**src/rtl/mixmul.sv**
```systemverilog
module mixmul #(
  parameter int W = 16
) (
  input  logic           clk,
  input  logic           rst_n,
  input  logic           start,
  input  logic [W-1:0]   a,
  input  logic [W-1:0]   b,
  input  logic [1:0]     sgn,
  input  logic           half,
  output logic [2*W-1:0] prod,
  output logic           prod_vld
);
  localparam int H  = W / 2;
  localparam int XW = W + 1;
  localparam int PW = 2 * W;

  logic a_s, b_s;
  logic signed [XW-1:0] ax, bx;
  logic signed [PW-1:0] full;

  assign a_s = (sgn == 2'b01) || (sgn == 2'b10);
  assign b_s = (sgn == 2'b01) || (sgn == 2'b11);

  assign ax = half ? {{(XW-H){a_s & a[H-1]}}, a[H-1:0]} : {a_s & a[W-1], a};
  assign bx = half ? {{(XW-H){b_s & b[H-1]}}, b[H-1:0]} : {b_s & b[W-1], b};

  assign full = ax * bx;

  always_ff @(posedge clk or negedge rst_n) begin
    if (!rst_n) begin
      prod     <= '0;
      prod_vld <= 1'b0;
    end else begin
      prod_vld <= start;
      if (start) prod <= full;
    end
  end

  p_vld_after_start_r2: assert property (@(posedge clk) disable iff (!rst_n)
    start |=> prod_vld);
  p_no_vld_idle_r2: assert property (@(posedge clk) disable iff (!rst_n)
    !start |=> !prod_vld);
  p_hold_idle_r3: assert property (@(posedge clk) disable iff (!rst_n)
    !start |=> $stable(prod));
  p_zext_half_r9: assert property (@(posedge clk) disable iff (!rst_n)
    (start && half && sgn == 2'b00) |=> (prod[PW-1:W] == '0));
  p_sext_half_r9: assert property (@(posedge clk) disable iff (!rst_n)
    (start && half && sgn != 2'b00) |=> (prod[PW-1:W] == {W{prod[W-1]}}));
  p_uu_nonneg_r4: assert property (@(posedge clk) disable iff (!rst_n)
    (start && !half && sgn == 2'b00 && a[W-1] == 1'b0 && b[W-1] == 1'b0) |=> !prod[PW-1]);
endmodule

```
**config.mk**
```make
export PLATFORM = sky130hd
export DESIGN_NAME = mixmul
export DESIGN_NICKNAME = d
export VERILOG_FILES = /design/src/rtl/mixmul.sv
export SDC_FILE = /design/constraint.sdc
export NUM_CORES = 1
export LEC_CHECK = 0
export BUFFER_PORTS_ARGS = -buffer_cell sky130_fd_sc_hd__buf_2
export CORE_MARGIN = 5
export CORE_UTILIZATION = 30
export DETAILED_ROUTE_END_ITERATION = 8
export MAX_ROUTING_LAYER = met4
export PLACE_DENSITY = 0.54
export SETUP_SLACK_MARGIN = 0.1
export SLEW_MARGIN = 10
export SYNTH_ARGS = -nofsm -noshare
export SYNTH_HDL_FRONTEND = slang
export SYNTH_SLANG_ARGS = --single-unit
```
**constraint.sdc**
```tcl
create_clock -name clk -period 1.25 [get_ports clk]
set_clock_uncertainty 0.1 [all_clocks]
set_input_delay 0.25 -clock clk [delete_from_list [all_inputs] [get_ports clk]]
set_output_delay 0.25 -clock clk [all_outputs]
set_load 0.02 [all_outputs]
```
==> results by group <==
Routing
  – Initial DRC count: 280
  – Drt first pass iters: 4
  – ANT nets after route: 0
  – Via/cell ratio: 4.49
  – Routed WL: 33000 um
  – Remaining DRCs: 0
  – DR WL/cell: 15.6 um
  – Vias post-DR: 9488

STA
  – Least-Margin Pin Slew: roughly 0.51 ns
  – Worst slew margin relative to its limit: 0.660
  – Final Setup Violations: 30
  – FMAX: 163 MHz
  – Final Hold Viols: 0
  – Final WS setup: -4.89 ns
  – RSZ-0062 raised after global routing: true
  – Fin crit share: 4.91
  – Fin Hold WS: 0.211 ns
  – Minimum clock period: 6.14 ns
  – Fin. max-slew vios: 0

CTS
  – Worst skew pair latency: around 0.28 ns
  – CTS tree: done
  – Num CTS Buffers: 5
  – Max H-tree Level: 2
  – Clock transition at path regs: around 0.06 ns
  – Clock Tree Buf Depth: 2
  – Clock sinks: 33
  – Clock Tree Root: clkbuf_16

Final layout
  – Post-Layout Cell Count: 2111
  – Ant. Diodes: 0
  – Fill cells: 3910
  – Final nets: just under 2000
  – Seq. cell area: 826 sq um
  – Synthesis-to-layout area growth: 37.4%
  – Share of layout cells above drive strength 1: 0.323
  – Multi-input logic area: ~11000 sq um
  – Fin area: 16600 sq um

Global route
  – Gr ovfl total: 0
  – Pin count of the biggest net entering global routing: 34
  – Global-route wire length before repair: 55000 um
  – Initial antenna violation count: 0
  – Tot GR Track Use: 0.158
  – Vias in the first global route: 10900

Worst hold path
  – Hold EP: prod_vld
  – Hold depth: 2
  – HP Class: in2reg
  – Critical hold path startpoint: start

Critical path
  – Crit path max fanout: 8
  – Crit path max-delay family: adder cells
  – Depth of the most critical reg-to-reg path: 3
  – Slowest stage delay, CP: 0.56 ns
  – Critical path launch point type: input port
  – Worst path buffer plus inverter count: 9
  – RR Endpoint: prod[11]
  – Critical path required time: 1.32 ns
  – Reg2reg start: prod[11]
  – Critical path class: in2reg
  – Worst reg-to-reg setup slack: 0.12 ns
  – Slowest CP cell: fa_2
  – CP arrival: roughly 6.2 ns
  – Critical Path End Type: flop

Synth
  – Synthesized flop and latch total: 33
  – Syn Inst Count: ~1300
  – Post-synth EDFFs: 0
  – Seq/Total Area, Yosys: 0.0685
  – Syn_area_per_cell: 9.12 sq um
  – Synth unique cells: 53
  – Post-synth net total: 1724
  – Async set or reset register ratio after synthesis: 1.00
  – Most common flop cell mapped by yosys: dfrtp_1
  – Yosys warnings: 0
  – Syn Std Cell Area: around 12000 sq um

Run status
  – Failing checks: setup timing
  – Status: finished with violations

Die
  – Core Area: 39700 sq um
  – Die width: 210 um
  – Ports: roughly 70
  – # rows: 73
  – Die Ht: ~210 um
  – Die ar.: 44300 sq um
  – Initial Util: 0.303

Placement
  – Placer's final routability congestion estimate: 0.869
  – Place WS: -5.50 ns
  – Detailed placement HPWL: roughly 28000 um
  – Placed insts: 2056
  – DP Area: 14800 sq um
  – PortBufs: 70

Run
  – Max cap viols: 0
[synth_stat cells, types with 10 or more instances]
library cell | n | area share
clkbuf_1 | 40 | 0.012
xnor2_1 | 26 | 0.019
xor2_1 | 10 | 0.0073
fa_1 | 282 | 0.47
nor3_1 | 12 | 0.0050
inv_1 | 356 | 0.11
nor2_1 | 42 | 0.013
mux2_2 | 21 | 0.020
ha_1 | 82 | 0.085
o21ai_0 | 17 | 0.0071
nand2_1 | 153 | 0.048
dfrtp_1 | 33 | 0.068
a21oi_1 | 22 | 0.0091
and2_1 | 127 | 0.066
a21o_1 | 19 | 0.012
[sequential cells by signal, indices dropped and copies added (netlist names)]
register  cells
prod         32
prod_vld      1
[timing repair]
| item | CTS | global route |
|---|---|---|
| gates resized for setup | 207 | 113 |
| buffers inserted | 25 | 25 |
| hold endpoints to repair | 33 | 0 |
| endpoints found under the setup margin | 64 | 64 |
| pin swaps | 53 | 94 |
| hold buffers | 1 | 0 |
[logic make-up after synthesis]
| family | after synthesis | synth area share |
|---|---|---|
| buffers and inverters | 401 | 0.126 |
| AND/OR/NAND/NOR | 371 | 0.151 |
| adder cells (fa/ha/maj) | 364 | 0.553 |
| AO/OA/AOI/OAI | 96 | 0.0555 |
| XOR/XNOR | 36 | 0.0262 |
| flip-flops | 33 | 0.0685 |
| multiplexers | 21 | 0.0196 |
[cell usage in the layout (no fill, tap or decap), types with 6 or more instances in the layout]
master,instances
and2_1,104
xnor2_1,21
dfrtp_1,33
ha_4,35
a21o_1,16
inv_1,324
xor2_1,7
fa_2,14
fa_1,268
a21oi_1,13
nor3_1,9
ha_1,46
nor2_4,9
buf_2,21
mux2_4,16
nand4_1,6
nand2_2,9
nor2_1,33
buf_12,15
nand2_1,141
and2_4,22
buf_8,9
o21ai_0,10
buf_6,81
buf_4,174
inv_2,32
a21oi_2,6
a21oi_4,7
[worst max-delay path by stage]
stage / start / slack, ns / end / cells after the start
after CTS: sgn[0] / -4.87 / prod[29] / 25
after floorplan: sgn[0] / -4.80 / prod[23] / 24
after global placement: sgn[0] / -5.45 / prod[29] / 24
after detailed placement: sgn[0] / -5.50 / prod[29] / 24
final: sgn[1] / -4.89 / prod[29] / 27
after global routing: sgn[1] / -5.07 / prod[29] / 27
[cell type report]
type / instances / share of cell area
Multi-Input combinational cell: 888 / 0.653
Timing Repair Buffer: 301 / 0.167
Inverter: 356 / 0.0807
Sequential cell: 33 / 0.0499
Tap cell: 525 / 0.0397
Clock buffer: 7 / 0.00922
Clock inverter: 1 / 0.000302
[layer usage]
layer,vias up,GRT usage,wire (um)
met4,0,0.0279,641
met1,4904,0.187,13300
li1,4398,-,-
met5,-,-,0
met3,46,0.0141,894
met2,140,0.297,18200
[metrics by stage]
stage | utilization | setup TNS [ns]
2_1_floorplan | - | -111.47
3_3_place_gp | 0.373 | -130.44
3_5_place_dp | 0.373 | -131.57
4_1_cts | 0.401 | -116.58
5_1_grt | 0.417 | -120.98
6_report | 0.417 | -116.65
[worst reg2reg max path: stages, from the launching register on]
cell and delay (ns):
dfrtp_1 0.40, buf_4 0.14, buf_4 0.12, mux2_4 0.26
Power is not shown: default switching activity piles up to over one toggle a cycle in this logic, so the estimate is an artifact.
